File: config.mk
export PLATFORM = sky130hd
export DESIGN_NAME = reset_line_booster
export DESIGN_NICKNAME = d
export VERILOG_FILES = /design/src/rtl/rpu_pkg.sv /design/src/rtl/rpu_datapath.sv /design/src/rtl/rpu_control.sv /design/src/rtl/reset_line_booster.sv
export SDC_FILE = /design/constraint.sdc
export NUM_CORES = 1
export LEC_CHECK = 0
export BUFFER_PORTS_ARGS = -buffer_cell sky130_fd_sc_hd__buf_2
export CAP_MARGIN = 20
export CORE_ASPECT_RATIO = 0.6
export CORE_MARGIN = 2
export CORE_UTILIZATION = 39
export CTS_CLUSTER_SIZE = 8
export DETAILED_ROUTE_END_ITERATION = 6
export SLEW_MARGIN = 20
export SYNTH_ARGS = -nofsm -noshare
export SYNTH_HDL_FRONTEND = slang
export SYNTH_SLANG_ARGS = --single-unit
File: constraint.sdc
create_clock -name clk -period 2.2 [get_ports clk]
set_input_delay 0.44 -clock clk [delete_from_list [all_inputs] [get_ports clk]]
set_output_delay 0.44 -clock clk [all_outputs]
set_load 0.01 [all_outputs]
File: src/rtl/rpu_pkg.sv
package rpu_pkg;

  // Edge-tracking state: ARMED and BURST together form the transition-edge flag.
  typedef enum logic [1:0] {
    ST_IDLE  = 2'd0,
    ST_ARMED = 2'd1,
    ST_BURST = 2'd2
  } edgeState_e;

  // Strobes from control to datapath.
  typedef struct packed {
    logic burstLoad;  // start the burst timer
    logic burstRun;   // burst timer counts down
  } ctrlStrobes_t;

  // Status from datapath to control.
  typedef struct packed {
    logic loSync;     // synchronized low comparator
    logic hiSync;     // synchronized high comparator
    logic lowMet;     // line low long enough to arm
    logic burstDone;  // burst timer at its last cycle
  } dpStatus_t;

  localparam int NUM_CMP = 2;
  localparam int CMP_LO  = 0;
  localparam int CMP_HI  = 1;

endpackage

File: src/rtl/rpu_datapath.sv
module rpu_datapath
  import rpu_pkg::*;
#(
  parameter int SYNC_STAGES   = 2,
  parameter int MIN_LOW_TICKS = 20,
  parameter int BURST_TICKS   = 400
) (
  input  logic               clk,
  input  logic               rstN,
  input  logic [NUM_CMP-1:0] cmpRaw,
  input  ctrlStrobes_t       strobes,
  output dpStatus_t          status
);

  localparam int LOW_W   = $clog2(MIN_LOW_TICKS + 1);
  localparam int BURST_W = $clog2(BURST_TICKS);
  localparam logic [LOW_W-1:0]   LOW_LIMIT  = LOW_W'(MIN_LOW_TICKS);
  localparam logic [BURST_W-1:0] BURST_LAST = BURST_W'(BURST_TICKS - 1);

  logic [NUM_CMP-1:0] cmpSync;

  // One synchronizer chain per comparator.
  for (genvar g = 0; g < NUM_CMP; g++) begin : g_sync
    logic [SYNC_STAGES-1:0] chain;
    always_ff @(posedge clk or negedge rstN) begin
      if (!rstN) chain <= '0;
      else       chain <= {chain[SYNC_STAGES-2:0], cmpRaw[g]};
    end
    assign cmpSync[g] = chain[SYNC_STAGES-1];
  end

  // Consecutive low-time counter, saturating at the qualification limit.
  logic [LOW_W-1:0] lowCnt;
  always_ff @(posedge clk or negedge rstN) begin
    if (!rstN)                 lowCnt <= '0;
    else if (cmpSync[CMP_LO])  lowCnt <= '0;
    else if (lowCnt != LOW_LIMIT) lowCnt <= lowCnt + 1'b1;
  end

  // Burst length timer.
  logic [BURST_W-1:0] burstCnt;
  always_ff @(posedge clk or negedge rstN) begin
    if (!rstN)                                   burstCnt <= '0;
    else if (strobes.burstLoad)                  burstCnt <= BURST_LAST;
    else if (strobes.burstRun && burstCnt != '0) burstCnt <= burstCnt - 1'b1;
  end

  assign status.loSync    = cmpSync[CMP_LO];
  assign status.hiSync    = cmpSync[CMP_HI];
  assign status.lowMet    = (lowCnt == LOW_LIMIT);
  assign status.burstDone = (burstCnt == '0);

endmodule

File: src/rtl/rpu_control.sv
module rpu_control
  import rpu_pkg::*;
(
  input  logic         clk,
  input  logic         rstN,
  input  dpStatus_t    status,
  input  logic         resetReq,
  output ctrlStrobes_t strobes,
  output logic         pullupEn
);

  edgeState_e state, stateNext;

  always_comb begin
    stateNext = state;
    unique case (state)
      ST_IDLE: begin
        if (status.lowMet) stateNext = ST_ARMED;
      end
      ST_ARMED: begin
        if (status.loSync && status.hiSync)                      stateNext = ST_IDLE;
        else if (status.loSync && !resetReq)                     stateNext = ST_BURST;
      end
      ST_BURST: begin
        if (resetReq || !status.loSync || status.hiSync || status.burstDone)
          stateNext = ST_IDLE;
      end
      default: stateNext = ST_IDLE;
    endcase
  end

  always_ff @(posedge clk or negedge rstN) begin
    if (!rstN) state <= ST_IDLE;
    else       state <= stateNext;
  end

  assign strobes.burstLoad = (state == ST_ARMED) && (stateNext == ST_BURST);
  assign strobes.burstRun  = (state == ST_BURST);

  // A local reset request always wins over the pullup.
  assign pullupEn = (state == ST_BURST) && !resetReq;

endmodule

File: src/rtl/reset_line_booster.sv
module reset_line_booster
  import rpu_pkg::*;
#(
  parameter int SYNC_STAGES   = 2,
  parameter int MIN_LOW_TICKS = 20,
  parameter int BURST_TICKS   = 400
) (
  input  logic clk,
  input  logic rstN,
  input  logic lineAboveLo,
  input  logic lineAboveHi,
  input  logic resetReq,
  output logic pullupEn,
  output logic pullLowEn
);

  ctrlStrobes_t strobes;
  dpStatus_t    status;
  logic [NUM_CMP-1:0] cmpRaw;

  assign cmpRaw[CMP_LO] = lineAboveLo;
  assign cmpRaw[CMP_HI] = lineAboveHi;

  rpu_datapath #(
    .SYNC_STAGES  (SYNC_STAGES),
    .MIN_LOW_TICKS(MIN_LOW_TICKS),
    .BURST_TICKS  (BURST_TICKS)
  ) i_datapath (
    .clk    (clk),
    .rstN   (rstN),
    .cmpRaw (cmpRaw),
    .strobes(strobes),
    .status (status)
  );

  rpu_control i_control (
    .clk     (clk),
    .rstN    (rstN),
    .status  (status),
    .resetReq(resetReq),
    .strobes (strobes),
    .pullupEn(pullupEn)
  );

  assign pullLowEn = resetReq;

endmodule

; ---- Word-level counts from Yosys, hierarchy flattened
; Cells that the tools add are included.
; Widths: inputs -> output; s select.
[word_totals]
latchBits = 0
out_inout_bits = 2
word_cells = 36
ram_bits = 0
register_bits = 20
mem_bits_ro = 0
input_bits = 5
memories = 0
[classes]
n_mux = 9
order_cmp = 0
n_eq_ne = 5
n_mul = 0
n_addsub = 2
n_reduce_logical = 15
bitwise = 0
div_mod_pow = 0
shift = 0
[op_table]
columns = operator, n
row1 = $mux 9, 2
row2 = $mux 5, 2
row3 = $logic_not 9->1, 1
row4 = $reduce_bool 9->1, 1
row5 = $sub 9x1->9 const B, 1
row6 = $mux 2, 4
row7 = $pmux 2 s3, 1
row8 = $add 5x1->5 const B, 1
row9 = $eq 5x5->1 const B, 1
row10 = $logic_and 1x1->1, 5
row11 = $ne 5x5->1 const B, 1
row12 = $eq 2x2->1 const B, 2
row13 = $reduce_bool 2->1, 2
row14 = $logic_or 1x1->1, 3
row15 = $eq 2x1->1 const B, 1
row16 = $logic_not 1->1, 2
row17 = $logic_not 2->1, 1

; ---- Depth between registers and ports, before layout
; Gate-level depths: netlist of the first run.
[depth]
ltp_word = 9
mapped_depth = 6
ltp_nobuf = 6

; ---- By module
; Synthesis of the first run repeated with hierarchy kept, for this count alone.
[unflattened]
cells_unflattened = 97
area_unflattened_um2 = 1012.2
[modules_own_cells]
columns = module, area_each_um2, cells_per_inst, n_inst
row1 = rpu_datapath, 887.1, 84, 1
row2 = rpu_control, 117.6, 12, 1
row3 = reset_line_booster, 7.5, 1, 1

; ---- Least setup slack after synthesis of the first run
; Ideal clock, no wire load.
[synth_timing]
kind = register to register
startpoint = register i_datapath.burstCnt[5]
endpoint = register i_datapath.burstCnt[8]
stages_incl_launch_ff = 5
n_path_buf = 0
synth_period_minus_slack_ps = 1862
path_slack_ps = 338
t_arrival_ps = 1793
cell_sequence = dfrtp_1 or4_4 or4_1 or3_1 nand3_1
[synth_via]
elab_chain_len = 7
elab_cells_between_ends = 12
classes_between = add/sub: 1 / eq/ne: 1 / mux: 4 / reduce/logical: 6
[synth_lines]
columns = item, line
row1 = "start, declared", rpu_datapath.sv:41  ; logic [BURST_W-1:0] burstCnt;
row2 = "start signal, assigned", rpu_datapath.sv:45  ; else if (strobes.burstRun && burstCnt != '0) burstCnt <= burstCnt - 1'b1;
row3 = $logic_not 9->1, rpu_datapath.sv:51  ; assign status.burstDone = (burstCnt == '0);
row4 = $logic_or 1x1->1, rpu_control.sv:25  ; if (resetReq || !status.loSync || status.hiSync || status.burstDone)
row5 = $mux 2, rpu_control.sv:25
row6 = $pmux 2 s3, rpu_control.sv:16  ; unique case (state)
row7 = $eq 2x2->1, rpu_control.sv:37  ; assign strobes.burstLoad = (state == ST_ARMED) && (stateNext == ST_BURST);
row8 = $logic_and 1x1->1, rpu_control.sv:37
row9 = $mux 9 / $reduce_bool 2->1 (equally long branches), n/a
; Parallel ways exist; a longest one is shown, timed or not. The select of a mux whose other input is x is not followed.
; A chain may end at the register's enable or synchronous reset.

; ---- Final worst setup path of the first run
; Ends and elaborated chain as after synthesis.

==> flow_summary.ini, run 1 <==
[outcome]
status = finished clean

[setup_path]
slowest_delay_ps = 580
crit_path_start_kind = flip-flop
critical_path_class = reg2reg
startpoint = i_datapath.burstCnt[5]$_DFFE_PN0P_
slowest_stage = or4_4
r2r-start = i_datapath.burstCnt[5]$_DFFE_PN0P_
critPathRequiredTime_ps = 2390
crit_fanout = 5
crit_chain = or4_4 > or4_1 > or3_1 > nand3_1
arrival_ps = 2140
cp-end-kind = flip-flop

[yosys]
avgSynthCellArea_um2 = 10.55
synthesis.instances = 91
synth_seq_cells = 20
synth.most_common_cell = dfrtp_1
ys_seq_area_frac = 0.5215
synth_area_leaders = dfrtp_1 52%, ha_1 5.2%, mux2i_1 3.1%
synthArstFlopShare = 1.000
synth_area_um2 = 959.7
synth-edff-count = 0
yosys_most_used_dff = dfrtp_1
yosys.area.top_type = dfrtp_1
synth.top_cell.area_share = 0.5215
yosysWarnings = 0
synth_cell_types = 31
synth.cells.most_frequent = 20 x dfrtp_1, 8 x nand2_1, 7 x nor2_1, 6 x nand3_1
syn_nets = 100

[place]
place.gp.congestion = 0.8297
dp.cells = 126
port_buffers = 6
dpl.hpwl_um = 1311
placed_area_um2 = 1023
pre_cts_ws_ps = 284.5

[layout]
drive_above_1_share = 0.1600
fin_area_um2 = 1095
fin_cells = 130
num_antenna_cells = 0
area_growth_pct = 14.08
finish.net_count = 110

[power]
pwr-share-comb = 0.132
peakVddDrop_mv = 0.4770
power.leakage_nw = 0.4573
switching_share = 0.2444
p_per_area_nw_per_um2 = 852.4
pwr-share-clk = 0.385
netSwitchingPower_w = 0.0002281
seqPwrFrac = 0.484
intPower_w = 0.0007051

[die]
rows = 13
die-area_um2 = 2887
die_y_um = 42.43
core_um2 = 2245
io_pins = 7
initial_core_util = 0.4275
die_w_um = 68.04

[global_routing]
antenna_found_initial = 0
grt_pass1_vias = 663
gr-total-overflow = 0
grt_max_degree = 21
grt_pass1_wl_um = 2967
track_usage = 0.1417

[clocking]
post-cts-setup-buffers = 0
path_clk_slew_ps = 70
clockRootBuffer = clkbuf_8
clkLatencyLatePin_ps = 260
cts_sinks = 20
h-tree-depth = 1
cts_buffers = 3
postCtsHoldBufs = 0
cts_tree = built
cts.path.max_buffers = 2
cts_resized = 0

[detailed_routing]
avgViaCountPerCell = 5.300
drt_pass1_iterations = 4
wl_per_cell_um = 13.22
drcViolationCount = 0
vias = 689
ant_nets = 0
drt_iter0_drc = 44
totalWireLength_um = 1719

[timing]
fmax_mhz = 512.6
finalSetupTns_ps = 0
fin_crit_sh = 0.8867
layout_min_cycle_time_ps = 1951
grt_setup_unrepaired = no
worst_slew_pin_slew_ps = 515.3
finalHoldViolCount = 0
holdWs_ps = 113.0
finalSetupViolCount = 0
max-slew-margin-rel = 0.6527
fin_skew_ps = 5.259
slew_violations = 0
setup_ws_ps = 249.2

[flow_run]
maxCapViolations = 0

[hold_path]
holdCritPathClass = in2async
placed cells by master, fill, tap and decap left out, types with 2 or more instances in the layout:
cell      netlist  layout
nand3_1         6       6
nor3_1          4       4
mux2i_1         3       3
o211ai_1        2       2
nand2b_1        4       4
buf_2           0       6
inv_1           4       4
nand2_1         8       8
clkbuf_8        0       3
nor2_1          7       7
dfrtp_1        20      20
or3_1           3       3
ha_1            4       4
o21ai_0         2       2
a21oi_1         3       3
or4_1           3       3
xnor2_1         2       2
stage by stage:
stage | total power [W] | utilization
2_1_floorplan | 0.0005358 | -
3_3_place_gp | 0.0005735 | 0.4560
3_5_place_dp | 0.0005775 | 0.4560
4_1_cts | 0.0009448 | 0.4877
5_1_grt | 0.0009931 | 0.4877
6_report | 0.0009332 | 0.4877
sequential cells by signal, indices dropped and copies added (netlist names):
register,flops
i_datapath.lowCnt,5
i_datapath.burstCnt,9
i_datapath.g_sync.chain,4
i_control.state,2
final cells by class:
type	count	area (um2)
flip-flops and latches	20	500.5
repair buffers	7	37.54
well taps	30	37.54
clock inverters	1	30.03
clock buffers	3	41.29
multi-input cells	65	432.9
fillers	197	1150
inverters	4	15.01
per-layer routing:
layer,vias up,track usage,part of all wire
met2,20,0.1806,0.41
met1,320,0.2121,0.52
met4,0,0.06000,0.011
met3,4,0.04839,0.055
met5,-,0,0
li1,345,-,-
power by group through the flow:
stage / clock, W / combinational (W) / sequential [W]
floorplan: 0 / 0.0000903 / 0.000445
global placement: 0 / 0.000119 / 0.000455
detailed placement: 0 / 0.000120 / 0.000457
CTS: 0.000372 / 0.000123 / 0.000450
global route: 0.000389 / 0.000145 / 0.000459
finish: 0.000359 / 0.000123 / 0.000451
final timing paths:
path / cells past startpoint / slack (ps) / endpoint
min in group clk: 1 / 280 / i_datapath.g_sync[0].chain[0]$_DFF_PN0_
worst max-delay path: 4 / 250 / i_datapath.burstCnt[8]$_DFFE_PN0P_
worst min register to register: 0 / 350 / i_datapath.g_sync[0].chain[1]$_DFF_PN0_
worst min-delay path: 1 / 110 / i_datapath.g_sync[1].chain[0]$_DFF_PN0_
worst max register to register: 4 / 250 / i_datapath.burstCnt[8]$_DFFE_PN0P_
max in group asynchronous: 1 / 1770 / i_datapath.burstCnt[3]$_DFFE_PN0P_
cell families after synthesis:
logic type | after synthesis | share of synthesized area
buffers and inverters | 6 | 0.02737
xor gates and xnor gates | 3 | 0.02738
and+or+nand+nor | 45 | 0.2647
muxes | 3 | 0.03129
adders and majority gates | 4 | 0.05215
DFF | 20 | 0.5215
AOI/OAI and AO/OA | 10 | 0.07562
critical path: cells and delay by family, from the launching register on:
family / cells / cell delay, ps
AND/OR/NAND/NOR: 4 / 1480
flip-flops: 1 / 410
Power figures use the tool's default switching activity.
==> run 2: changes to the inputs <==
--- a/config.mk
+++ b/config.mk
@@ -5,6 +5,7 @@
 export SDC_FILE = /design/constraint.sdc
 export NUM_CORES = 1
 export LEC_CHECK = 0
+export ABC_AREA = 1
 export BUFFER_PORTS_ARGS = -buffer_cell sky130_fd_sc_hd__buf_2
 export CAP_MARGIN = 20
 export CORE_ASPECT_RATIO = 0.6
==> run 2 against run 1 <==
  * Combinational power increased by 9%
  * Critical endpoint is now pullupEn
  * Critical path depth fell by 2
  * Critical path type is now reg2out
  * Synthesized area rose by 15%
  * Register-to-register slack improved by 450 ps
==> flow_summary.ini, run 2 <==
[global_routing]
grt_pass1_vias = 810
grt_max_degree = 21
grt_pass1_wl_um = 3739
track_usage = 0.1555
antenna_found_initial = 0
gr-total-overflow = 0

[yosys]
synth.cells.most_frequent = 33 x nand2_1, 20 x dfrtp_1, 18 x nand3_1, 15 x inv_1, 15 x nor2_1
synth_seq_cells = 20
synth.most_common_cell = nand2_1
avgSynthCellArea_um2 = 8.087
syn_nets = 145
synth_cell_types = 24
ys_seq_area_frac = 0.4551
yosys_most_used_dff = dfrtp_1
synth-edff-count = 0
yosysWarnings = 0
synth.top_cell.area_share = 0.4551
synthesis.instances = 136
synth_area_um2 = 1100
synthArstFlopShare = 1.000
yosys.area.top_type = dfrtp_1
synth_area_leaders = dfrtp_1 46%, nand2_1 11%, nand3_1 8.2%

[clocking]
cts_buffers = 3
path_clk_slew_ps = 70
clockRootBuffer = clkbuf_8
cts_tree = built
cts_resized = 0
clkLatencyLatePin_ps = 260
postCtsHoldBufs = 0
post-cts-setup-buffers = 0
cts.path.max_buffers = 2
h-tree-depth = 1
cts_sinks = 20

[layout]
reg.largest.list = i_datapath.burstCnt: 9 flops, i_datapath.lowCnt: 5 flops, i_datapath.g_sync.chain: 4 flops
fin_cells = 176
drive_above_1_share = 0.1458
top_register = i_datapath.burstCnt
final_common_cell = nand2_1
largest_reg_flops = 9
num_antenna_cells = 0
mostFrequentLayoutCells = 33 x nand2_1, 20 x dfrtp_1, 18 x nand3_1
finish.net_count = 154
area_growth_pct = 11.15

[detailed_routing]
drt_iter0_drc = 54
totalWireLength_um = 2054
wl_per_cell_um = 11.67
avgViaCountPerCell = 4.864
drt_pass1_iterations = 4
ant_nets = 0
vias = 856
drcViolationCount = 0

[timing]
fin_crit_sh = 0.6888
slew_violations = 0
finalSetupViolCount = 0
fmax_mhz = 660.0
finalHoldViolCount = 0
worst_slew_pin_slew_ps = 444.9
finalSetupTns_ps = 0
fin_skew_ps = 1.583
grt_setup_unrepaired = no
holdWs_ps = 115.2
layout_min_cycle_time_ps = 1515
max-slew-margin-rel = 0.7034

[setup_path]
slowest_delay_ps = 460
cp-end-kind = primary output
crit_path_start_kind = flip-flop
r2r-start = i_datapath.burstCnt[0]$_DFFE_PN0P_
arrival_ps = 1080
r2r_setup_slack_ps = 700
startpoint = i_control.state[0]$_DFF_PN0_
r2r_cells = 9
slowest_stage = dfrtp_1
cp_top_family = flip-flops
crit_fanout = 5
reg2reg_to = i_datapath.burstCnt[4]$_DFFE_PN0P_
critical_path_depth = 2
endpoint = pullupEn
critPathRequiredTime_ps = 1760
crit_chain = nor3_1 > buf_2
path_buf_inv = 1
critical_path_class = reg2out

[power]
fin_total_pwr_w = 0.0009544
power.leakage_nw = 0.6211
p_per_area_nw_per_um2 = 780.8
peakVddDrop_mv = 0.3929

[die]
core_um2 = 2592
initial_core_util = 0.4242
die-area_um2 = 3275
die_y_um = 45.14
die_w_um = 72.56
io_pins = 7
rows = 14

[outcome]
status = finished clean

[place]
dp.cells = 172
dpl.hpwl_um = 1523
port_buffers = 6
place.gp.congestion = 0.8411

[flow_run]
maxCapViolations = 0

[hold_path]
holdCritPathClass = in2async
run 2: cell families (layout without fill, tap and decap cells):
group / count (synthesis) / count (layout) / synth area share
compound gates: 7 / 7 / 0.03642
xor+xnor: 3 / 3 / 0.02390
fa+ha+maj: 4 / 4 / 0.04551
buf+inv: 20 / 28 / 0.07850
flops: 20 / 20 / 0.4551
simple gates: 82 / 82 / 0.3606
run 2: final cells by class:
cell class	instances	area, um2
tap	32	40.04
inverter	18	67.56
clock inverter	1	30.03
fill	277	1370
sequential	20	500.5
multi-input combinational	96	513.0
timing repair buffer	6	30.03
clock buffer	3	41.29
run 2: through the flow:
stage / setup WS (ps) / area [um2] / utilization
after floorplan: 902.9 / 1100 / -
after global placement: 714.7 / 1151 / 0.4440
after detailed placement: 707.2 / 1151 / 0.4440
after CTS: 683.4 / 1222 / 0.4715
after global routing: 531.4 / 1222 / 0.4715
final: 684.7 / 1222 / 0.4715
run 2: worst min path at each step:
stage / end / cells past startpoint
finish: i_datapath.g_sync[0].chain[0]$_DFF_PN0_ / 1
global route: i_datapath.burstCnt[0]$_DFFE_PN0P_ / 1
CTS: i_datapath.g_sync[0].chain[0]$_DFF_PN0_ / 1
detailed placement: i_datapath.g_sync[0].chain[1]$_DFF_PN0_ / 0
global placement: i_datapath.g_sync[0].chain[1]$_DFF_PN0_ / 0
floorplan: i_control.state[0]$_DFF_PN0_ / 0
run 2: routing by layer:
layer,up-vias,wire length (um),GRT usage
met4,0,7,0.04444
met2,17,836,0.2218
met5,-,0,0
li1,455,-,-
met1,381,1110,0.2241
met3,3,100,0.05357
run 2: power breakdown:
group	total [W]	internal, W	switching, W
combinational	0.000134	0.0000556	0.0000785
clock	0.000367	0.000243	0.000124
sequential	0.000453	0.000404	0.0000493
total	0.000954	0.000703	0.000252
==> run 3: changes to the inputs <==
==> constraint.sdc (replaced) <==
create_clock -name clk -period 1.4 [get_ports clk]
set_input_delay 0.28 -clock clk [delete_from_list [all_inputs] [get_ports clk]]
set_output_delay 0.28 -clock clk [all_outputs]
set_load 0.01 [all_outputs]
==> run 3 against run 2 <==
  * Cell area is 9.8% higher
  * Clock power is 56% higher
  * Flip-flop and latch count stayed put
  * Critical endpoint unchanged
  * Largest power group unchanged
==> flow_summary.ini, run 3 (synthesis results as in run 2) <==
[outcome]
status = finished clean

[timing]
fin_crit_sh = 0.9498
fin_skew_ps = 2.413
slew_violations = 0
holdWs_ps = 121.4
finalSetupViolCount = 0
layout_min_cycle_time_ps = 1330
finalSetupTns_ps = 0
max-slew-margin-rel = 0.6916
finalHoldViolCount = 0
worst_slew_pin_slew_ps = 462.6
fmax_mhz = 752.1

[detailed_routing]
totalWireLength_um = 2214
drcViolationCount = 0
drt_iter0_drc = 60
vias = 910
ant_nets = 0
wl_per_cell_um = 11.84
drt_pass1_iterations = 4
avgViaCountPerCell = 4.866

[setup_path]
reg2reg_to = i_control.state[0]$_DFF_PN0_
critical_path_class = reg2out
r2r_cells = 5
r2r_setup_slack_ps = 100
arrival_ps = 1050
cp-end-kind = primary output
r2r-start = i_datapath.lowCnt[0]$_DFFE_PN0P_
critPathRequiredTime_ps = 1120
crit_path_start_kind = flip-flop
crit_fanout = 5

[hold_path]
holdPathEnd = i_datapath.g_sync[0].chain[0]$_DFF_PN0_
holdCritPathClass = in2reg
min_from = lineAboveLo
min_path_cells = 1

[die]
rows = 14
die_w_um = 72.56
die-area_um2 = 3275
initial_core_util = 0.4242
core_um2 = 2592
io_pins = 7
die_y_um = 45.14

[place]
port_buffers = 6
dpl.hpwl_um = 1672
placed_area_um2 = 1196
dp.cells = 178
place.gp.congestion = 0.8762

[layout]
fin_area_um2 = 1343
final_common_cell = nand2_1
top_register = i_datapath.burstCnt
num_antenna_cells = 0
finish.net_count = 165
drive_above_1_share = 0.2581
mostFrequentLayoutCells = 33 x nand2_1, 19 x dfrtp_1, 18 x nand3_1
area_growth_pct = 22.07
largest_reg_flops = 9
reg.largest.list = i_datapath.burstCnt: 9 flops, i_datapath.lowCnt: 5 flops, i_datapath.g_sync.chain: 4 flops
fin_cells = 187

[clocking]
clockRootBuffer = clkbuf_8
cts.path.max_buffers = 2
path_clk_slew_ps = 70
clkLatencyLatePin_ps = 260
cts_tree = built
cts_sinks = 20
cts_buffers = 3
h-tree-depth = 1

[global_routing]
gr-total-overflow = 0
grt_pass1_wl_um = 3933
track_usage = 0.1630
grt_pass1_vias = 808
grt_max_degree = 21
antenna_found_initial = 0

[power]
power.leakage_nw = 0.6642
peakVddDrop_mv = 0.6043
p_per_area_nw_per_um2 = 1164

[flow_run]
maxCapViolations = 0
==> run 3: area by class of cell <==
class / instances / area [um2]
repair buffers: 17 / 118.9
flip-flops and latches: 20 / 501.7
fillers: 245 / 1250
well taps: 32 / 40.04
clock buffers: 3 / 41.29
clock inverters: 1 / 30.03
inverters: 18 / 67.56
multi-input cells: 96 / 543.0
==> run 3: worst max path at each step <==
stage,start,end,cells past startpoint
4_1_cts,i_datapath.burstCnt[0]$_DFFE_PN0P_,i_datapath.burstCnt[8]$_DFFE_PN0P_,7
2_1_floorplan,i_datapath.burstCnt[0]$_DFFE_PN0P_,i_datapath.burstCnt[3]$_DFFE_PN0P_,9
3_3_place_gp,i_datapath.burstCnt[0]$_DFFE_PN0P_,i_datapath.burstCnt[8]$_DFFE_PN0P_,7
3_5_place_dp,i_datapath.burstCnt[0]$_DFFE_PN0P_,i_datapath.burstCnt[8]$_DFFE_PN0P_,7
5_1_grt,i_datapath.burstCnt[0]$_DFFE_PN0P_,i_datapath.burstCnt[5]$_DFFE_PN0P_,9
6_report,i_control.state[0]$_DFF_PN0_,pullupEn,2
==> run 3: power breakdown <==
part           internal, W  switching (W)  leakage (nW)
Sequential        0.000635      0.0000793         0.232
Clock             0.000382       0.000192        0.0357
Combinational     0.000122       0.000151         0.396
Total              0.00114       0.000423         0.664
==> run 3: critical path, stage by stage (launching register included) <==
cell and delay, ps:
dfrtp_2 460, nor3_1 180, buf_2 150
==> run 3: through the flow <==
step                       power, W  worst slack [ps]  utilization
after floorplan           0.0008661             102.9            -
after global placement    0.0009596             36.45       0.4614
after detailed placement  0.0009633            -21.76       0.4614
after CTS                  0.001548             7.839       0.4937
after global routing       0.001669            -13.16       0.5179
final                      0.001562             70.34       0.5179
==> run 3: layer usage <==
metal,part of all wire,wire [um],global-route usage,vias up
li1,-,-,-,477
met1,0.54,1202,0.2604,403
met2,0.37,812,0.2000,25
met3,0.080,178,0.05580,5
met4,0.0095,21,0.04444,0
met5,0,0,0,-
==> run 3: timing repair <==
item | CTS | global route
buffers inserted | 0 | 4
pin swaps | 0 | 3
hold buffers | 1 | 0
endpoints found under the setup margin | 2 | 13
gates resized for setup | 1 | 12
endpoints found under the hold margin | 20 | 0
